`config.mk`:
```
export PLATFORM = sky130hd
export DESIGN_NAME = ir_sir_codec
export DESIGN_NICKNAME = d
export VERILOG_FILES = /design/src/rtl/ir_sir_pkg.sv /design/src/rtl/ir_sir_tx_enc.sv /design/src/rtl/ir_sir_sync.sv /design/src/rtl/ir_sir_rx_dec.sv /design/src/rtl/ir_sir_codec.sv
export SDC_FILE = /design/constraint.sdc
export NUM_CORES = 1
export LEC_CHECK = 0
export ABC_AREA = 1
export BUFFER_PORTS_ARGS = -buffer_cell sky130_fd_sc_hd__buf_2
export CAP_MARGIN = 0
export CORE_AREA = 4 4 75 77
export CTS_BUF_LIST = sky130_fd_sc_hd__clkbuf_16
export DETAILED_ROUTE_END_ITERATION = 8
export DIE_AREA = 0 0 79 81
export PLACE_DENSITY_LB_ADDON = 0.15
export RECOVER_POWER = 25
export SYNTH_ARGS = -nofsm -noshare
export SYNTH_HDL_FRONTEND = slang
export SYNTH_SLANG_ARGS = --single-unit
```
`constraint.sdc`:
```
create_clock -name clk -period 1.6 [get_ports clk]
set_input_delay 0.16 -clock clk [delete_from_list [all_inputs] [get_ports clk]]
set_output_delay 0.16 -clock clk [all_outputs]
set_load 0.02 [all_outputs]
```
`src/rtl/ir_sir_pkg.sv`:
```
package ir_sir_pkg;

    typedef enum logic [1:0] {
        TX_IDLE  = 2'd0,
        TX_PULSE = 2'd1,
        TX_GAP   = 2'd2
    } tx_state_e;

    typedef enum logic {
        RX_IDLE = 1'b0,
        RX_HOLD = 1'b1
    } rx_state_e;

    // Fixed-mode pulse length in system clocks for a nonzero width code.
    function automatic int unsigned fixed_pulse_cycles(input int unsigned unit,
                                                       input int unsigned code);
        return unit * code;
    endfunction

endpackage

```
`src/rtl/ir_sir_tx_enc.sv`:
```
module ir_sir_tx_enc
    import ir_sir_pkg::*;
#(
    parameter int TICKS_PER_BIT = 16,
    parameter int PULSE_TICKS   = 3,
    parameter int UNIT_CYC      = 8,
    parameter int SEL_W         = 3
) (
    input  logic             clk,
    input  logic             rst_n,
    input  logic             tick16,
    input  logic             uart_txd,
    input  logic [SEL_W-1:0] width_sel,
    output logic             ir_txd,
    output logic             tx_busy
);
    localparam int PH_W    = $clog2(TICKS_PER_BIT);
    localparam int MAX_CYC = UNIT_CYC * ((1 << SEL_W) - 1);
    localparam int DC_W    = $clog2(MAX_CYC + 1);
    localparam logic [PH_W-1:0] PH_LAST  = PH_W'(TICKS_PER_BIT - 1);
    localparam logic [PH_W-1:0] PH_PEND  = PH_W'(PULSE_TICKS - 1);

    tx_state_e        state_q, state_d;
    logic [PH_W-1:0]  phase_q, phase_d;
    logic [DC_W-1:0]  dcnt_q, dcnt_d;
    logic [SEL_W-1:0] sel_q, sel_d;
    logic             cell_end;
    logic [DC_W-1:0]  dc_load;

    assign cell_end = tick16 && (phase_q == PH_LAST);
    assign dc_load  = DC_W'(fixed_pulse_cycles(UNIT_CYC, 32'(width_sel)) - 1);

    // State register
    always_ff @(posedge clk or negedge rst_n) begin
        if (!rst_n) begin
            state_q <= TX_IDLE;
            phase_q <= '0;
            dcnt_q  <= '0;
            sel_q   <= '0;
        end else begin
            state_q <= state_d;
            phase_q <= phase_d;
            dcnt_q  <= dcnt_d;
            sel_q   <= sel_d;
        end
    end

    // Next-state logic
    always_comb begin
        state_d = state_q;
        phase_d = phase_q;
        dcnt_d  = dcnt_q;
        sel_d   = sel_q;
        unique case (state_q)
            TX_IDLE: begin
                if (tick16 && !uart_txd) begin
                    state_d = TX_PULSE;
                    phase_d = '0;
                    sel_d   = width_sel;
                    dcnt_d  = dc_load;
                end
            end
            TX_PULSE, TX_GAP: begin
                if (tick16) phase_d = phase_q + 1'b1;
                if (cell_end) begin
                    if (!uart_txd) begin
                        state_d = TX_PULSE;
                        phase_d = '0;
                        sel_d   = width_sel;
                        dcnt_d  = dc_load;
                    end else begin
                        state_d = TX_IDLE;
                    end
                end else if (state_q == TX_PULSE) begin
                    if (sel_q == '0) begin
                        if (tick16 && phase_q == PH_PEND) state_d = TX_GAP;
                    end else if (dcnt_q == '0) begin
                        state_d = TX_GAP;
                    end else begin
                        dcnt_d = dcnt_q - 1'b1;
                    end
                end
            end
            default: state_d = TX_IDLE;
        endcase
    end

    // Outputs
    always_comb begin
        ir_txd  = (state_q == TX_PULSE);
        tx_busy = (state_q != TX_IDLE);
    end


    tx_rise_on_low_tick_chk: assert property (@(posedge clk) disable iff (!rst_n)
        $rose(ir_txd) |-> ($past(tick16) && !$past(uart_txd)));


    quarter_fall_on_tick_chk: assert property (@(posedge clk) disable iff (!rst_n)
        ($fell(ir_txd) && ($past(sel_q) == '0)) |-> $past(tick16));

endmodule

```
`src/rtl/ir_sir_sync.sv`:
```
module ir_sir_sync #(
    parameter int STAGES = 2
) (
    input  logic clk,
    input  logic rst_n,
    input  logic din,
    output logic rise
);
    logic [STAGES-1:0] chain;
    logic              prev;

    generate
        if (STAGES == 1) begin : g_single
            always_ff @(posedge clk or negedge rst_n) begin
                if (!rst_n) chain <= '0;
                else        chain <= din;
            end
        end else begin : g_multi
            always_ff @(posedge clk or negedge rst_n) begin
                if (!rst_n) chain <= '0;
                else        chain <= {chain[STAGES-2:0], din};
            end
        end
    endgenerate

    always_ff @(posedge clk or negedge rst_n) begin
        if (!rst_n) prev <= 1'b0;
        else        prev <= chain[STAGES-1];
    end

    assign rise = chain[STAGES-1] && !prev;

endmodule

```
`src/rtl/ir_sir_rx_dec.sv`:
```
module ir_sir_rx_dec
    import ir_sir_pkg::*;
#(
    parameter int TICKS_PER_BIT = 16
) (
    input  logic clk,
    input  logic rst_n,
    input  logic tick16,
    input  logic ir_rise,
    input  logic half_duplex,
    input  logic tx_busy,
    output logic uart_rxd
);
    localparam int PH_W = $clog2(TICKS_PER_BIT);
    localparam logic [PH_W-1:0] CNT_LAST = PH_W'(TICKS_PER_BIT - 1);

    rx_state_e       state_q, state_d;
    logic [PH_W-1:0] cnt_q, cnt_d;
    logic            edge_ok;

    assign edge_ok = ir_rise && !(half_duplex && tx_busy);

    // State register
    always_ff @(posedge clk or negedge rst_n) begin
        if (!rst_n) begin
            state_q <= RX_IDLE;
            cnt_q   <= '0;
        end else begin
            state_q <= state_d;
            cnt_q   <= cnt_d;
        end
    end

    // Next-state logic
    always_comb begin
        state_d = state_q;
        cnt_d   = cnt_q;
        unique case (state_q)
            RX_IDLE: begin
                if (edge_ok) begin
                    state_d = RX_HOLD;
                    cnt_d   = '0;
                end
            end
            RX_HOLD: begin
                if (edge_ok) begin
                    cnt_d = '0;
                end else if (tick16) begin
                    if (cnt_q == CNT_LAST) state_d = RX_IDLE;
                    else                   cnt_d   = cnt_q + 1'b1;
                end
            end
            default: state_d = RX_IDLE;
        endcase
    end

    // Outputs
    always_comb uart_rxd = (state_q != RX_HOLD);


    rx_fall_needs_edge_chk: assert property (@(posedge clk) disable iff (!rst_n)
        $fell(uart_rxd) |-> $past(ir_rise));


    rx_edge_holds_low_chk: assert property (@(posedge clk) disable iff (!rst_n)
        (ir_rise && !(half_duplex && tx_busy)) |=> !uart_rxd);


    rx_echo_blanked_chk: assert property (@(posedge clk) disable iff (!rst_n)
        (ir_rise && half_duplex && tx_busy && uart_rxd) |=> uart_rxd);

endmodule

```
`src/rtl/ir_sir_codec.sv`:
```
module ir_sir_codec #(
    parameter int TICKS_PER_BIT = 16,
    parameter int PULSE_TICKS   = 3,
    parameter int UNIT_CYC      = 8,
    parameter int SEL_W         = 3,
    parameter int SYNC_STAGES   = 2
) (
    input  logic             clk,
    input  logic             rst_n,
    input  logic             tick16,
    input  logic             uart_txd,
    input  logic [SEL_W-1:0] width_sel,
    input  logic             half_duplex,
    input  logic             ir_rxd,
    output logic             ir_txd,
    output logic             uart_rxd
);
    logic tx_busy;
    logic ir_rise;

    ir_sir_tx_enc #(
        .TICKS_PER_BIT(TICKS_PER_BIT),
        .PULSE_TICKS  (PULSE_TICKS),
        .UNIT_CYC     (UNIT_CYC),
        .SEL_W        (SEL_W)
    ) tx_enc_i (
        .clk      (clk),
        .rst_n    (rst_n),
        .tick16   (tick16),
        .uart_txd (uart_txd),
        .width_sel(width_sel),
        .ir_txd   (ir_txd),
        .tx_busy  (tx_busy)
    );

    ir_sir_sync #(
        .STAGES(SYNC_STAGES)
    ) sync_i (
        .clk  (clk),
        .rst_n(rst_n),
        .din  (ir_rxd),
        .rise (ir_rise)
    );

    ir_sir_rx_dec #(
        .TICKS_PER_BIT(TICKS_PER_BIT)
    ) rx_dec_i (
        .clk        (clk),
        .rst_n      (rst_n),
        .tick16     (tick16),
        .ir_rise    (ir_rise),
        .half_duplex(half_duplex),
        .tx_busy    (tx_busy),
        .uart_rxd   (uart_rxd)
    );

endmodule

```
==> metrics.csv <==
stage,metric,value,unit
run_status,status,completed,
floorplanning,dieArea,6400,um^2
timing,rsz0062_at_grt,true,
setup_path,path_max_fanout,5,
setup_path,slowest_stage,dfrtp_1,
setup_path,slowest_delay,0.40,ns
yosys,ys_ff_latch,23,
setup_path,cp_common_cell,nand2_1,
yosys,synthDistinctLibCells,22,
drt,wirelength,2970,um
timing,layout_setup_ws,0.0848,ns
yosys,avgSynthCellArea,7.74,um^2
yosys,synthesis.area,1430,um^2
yosys,netlist_instances,185,
final_layout,nets,232,
place,dp_hpwl,2180,um
yosys,synthArstFlopShare,100,%
worst_hold_path,min_path_cells,3,
yosys,synth_seq_area_share,40.2,%
drt,drcViolationCount,0,
clock_tree,numCtsBuffers,3,
timing,layout_min_cycle_time,1.52,ns
grt,grt_antenna_before_repair,0,
final_layout,area_growth,24.9,%
place,gp_congestion,0.740,
timing,hold_viol_final,0,
final_layout,num_antenna_cells,0,
place,dp.cells,271,
clock_tree,clk_latency,0.26,ns
setup_path,timing.rr.start,tx_enc_i.state_q[0],
clock_tree,tritoncts,done,
drt,avgViaCountPerCell,4.13,
grt,grt_start_max_net_pins,24,
clock_tree,htreeDepth,1,
setup_path,crit_type,register to register,
final_layout,n_fill_cell,558,
setup_path,worstPathRequired,1.74,ns
timing,setup_viol_count_final,0,
floorplanning,core_area,5010,um^2
clock_tree,clkSinkCount,23,
drt,ant_nets,0,
setup_path,r2r_slack,0.08,ns
floorplanning,die_h,81,um
grt,track_usage,10.3,%
yosys,syn_nets,204,
timing,slew_viol_final,0,
worst_hold_path,hold_end,tx_enc_i.sel_q[0],
final_layout,final_cell_count_no_fill,282,
timing,period_share,94.7,%
setup_path,cp.arrival,1.65,ns
job,max_cap_violations,0,
worst_hold_path,min-delay-start,width_sel[0],
floorplanning,initial_core_util,28.6,%
floorplanning,dieWidth,79,um
power_and_ir_drop,power.density,2020,nW/um^2
timing,tightestPinTransition,0.612,ns
clock_tree,ctsLongestPathBuffers,2,
place,portBuffers,10,
power_and_ir_drop,vdd_drop_max,0.509,mV
floorplanning,row_count,26,
timing,finalClockSkew,0.00704,ns
setup_path,critPathLaunchType,register,
grt,grt_remaining_overflow,0,
setup_path,r2r.worst_path.cells,10,
setup_path,endpoint_kind,register,
final_layout,final_cell_mix,"60 x nand2_1, 23 x dfrtp_1, 22 x inv_1, 13 x nand3_1, 13 x nor2_1",
drt,drtIter0Drc,58,
yosys,synth_flop_cell,dfrtp_1,
place,place_ws,0.0294,ns
setup_path,r2r_end,rx_dec_i.cnt_q[0],
grt,grt_pass1_wl,5090,um
clock_tree,clkTransAtPathRegs,0.07,ns
setup_path,setup.worst_path.start,tx_enc_i.state_q[0],
drt,num_vias,1165,
floorplanning,io_pins,11,
grt,grt_pass1_vias,1070,
yosys,synth-edff-count,0,
timing,relSlewSlack,59.2,%
timing,clock.fmax,660,MHz
setup_path,critical_path.cell_chain,"inv_2, ha_4, clkinvlp_4, buf_4, nand2_1, nand3b_1, nand2_1, nor2_2, nor2_1, a21oi_1",
final_layout,final_common_cell,nand2_1,
power_and_ir_drop,power.leakage,0.921,nW
yosys,yosys_warnings,0,
drt,dr.pass1.iters,4,
worst_hold_path,hold_class,input pin to register,
drt,wire_per_inst,10.5,um
final_layout,fin_util,35.7,%
final_layout,drive_gt1_share,21.2,%
clock_tree,cts_root_buf,clkbuf_16,
-- timing repair --
action	in CTS	in global routing
buffers inserted	0	6
resized for setup	0	11
hold endpoints to repair	24	0
hold buffers	2	0
endpoints found under the setup margin	0	16
-- cell usage after synthesis, types with 2 or more instances --
library cell,count,share of area (%)
nand2_1,62,16
inv_1,24,6.3
dfrtp_1,23,40
nor2_1,14,3.7
nand3_1,13,4.5
ha_1,10,8.7
o21ai_0,9,3.1
a21oi_1,8,2.8
nand3b_1,3,1.6
nand4_1,3,1.3
nor2_4,3,2.4
inv_2,2,0.52
xor2_1,2,1.2
-- final cells by class --
class	instances	area, um^2	area share (%)
timing repair buffer	24	160	8.96
tap	70	87.6	4.90
multi-input combinational	135	785	43.9
sequential	23	576	32.2
inverter	26	101	5.67
clock inverter	1	3.75	0.210
clock buffer	3	75.1	4.20
-- where the power goes --
group / switching (mW) / total (mW) / leakage, nW / internal, mW
registers: 0.201 / 1.03 / 0.280 / 0.825
clock network: 0.215 / 0.549 / 0.0423 / 0.334
logic: 1.18 / 2.04 / 0.599 / 0.862
total: 1.60 / 3.62 / 0.921 / 2.02
-- routing by layer --
metal,vias to the layer above,share of wire [%],routed length [um],GRT usage [%]
met5,-,0,0,0
met4,0,2.2,64,5.67
met3,4,2.4,70,2.11
met2,6,44,1320,15.2
met1,523,51,1520,14.0
li1,632,-,-,-
-- worst max path at each step --
stage                               to  depth (start not counted)
floorplan           tx_enc_i.dcnt_q[4]                          9
global placement     tx_enc_i.sel_q[2]                          5
detailed placement   tx_enc_i.sel_q[0]                          5
CTS                  tx_enc_i.sel_q[2]                          5
global route         rx_dec_i.cnt_q[0]                         10
finish               rx_dec_i.cnt_q[0]                         10
-- worst max-delay path: cells and delay by family, from the launching register on --
family	cells	cell delay, ns
buffers and inverters	3	0.36
flip-flops	1	0.40
AO/OA/AOI/OAI	1	0.05
adder cells (fa/ha/maj)	1	0.14
AND/OR/NAND/NOR	5	0.45
-- through the flow --
stage | hold slack, ns | power, mW | cell area (um^2) | setup TNS (ns)
2_1_floorplan | -0.136 | 2.34 | 1430 | 0
3_3_place_gp | 0.210 | 2.93 | 1610 | 0
3_5_place_dp | 0.194 | 2.91 | 1610 | 0
4_1_cts | 0.119 | 3.49 | 1710 | 0
5_1_grt | 0.129 | 4.02 | 1790 | -0.0332
6_report | 0.120 | 3.62 | 1790 | 0
-- registers in the layout, summed over array words and instances, names as in the netlist --
name              count
sync_i.chain          2
tx_enc_i.sel_q        3
tx_enc_i.dcnt_q       6
rx_dec_i.state_q      1
sync_i.prev           1
rx_dec_i.cnt_q        4
tx_enc_i.state_q      2
tx_enc_i.phase_q      4
-- cells by family (layout without fill, tap and decap cells) --
group / after synthesis / in the layout / share of synthesized area (%)
compound gates: 19 / 19 / 7.78
xor+xnor: 2 / 2 / 1.22
fa+ha+maj: 10 / 10 / 8.74
buf+inv: 27 / 54 / 7.61
flops: 23 / 23 / 40.2
simple gates: 104 / 104 / 34.4
Note: power is estimated with default switching activity, not from simulation.
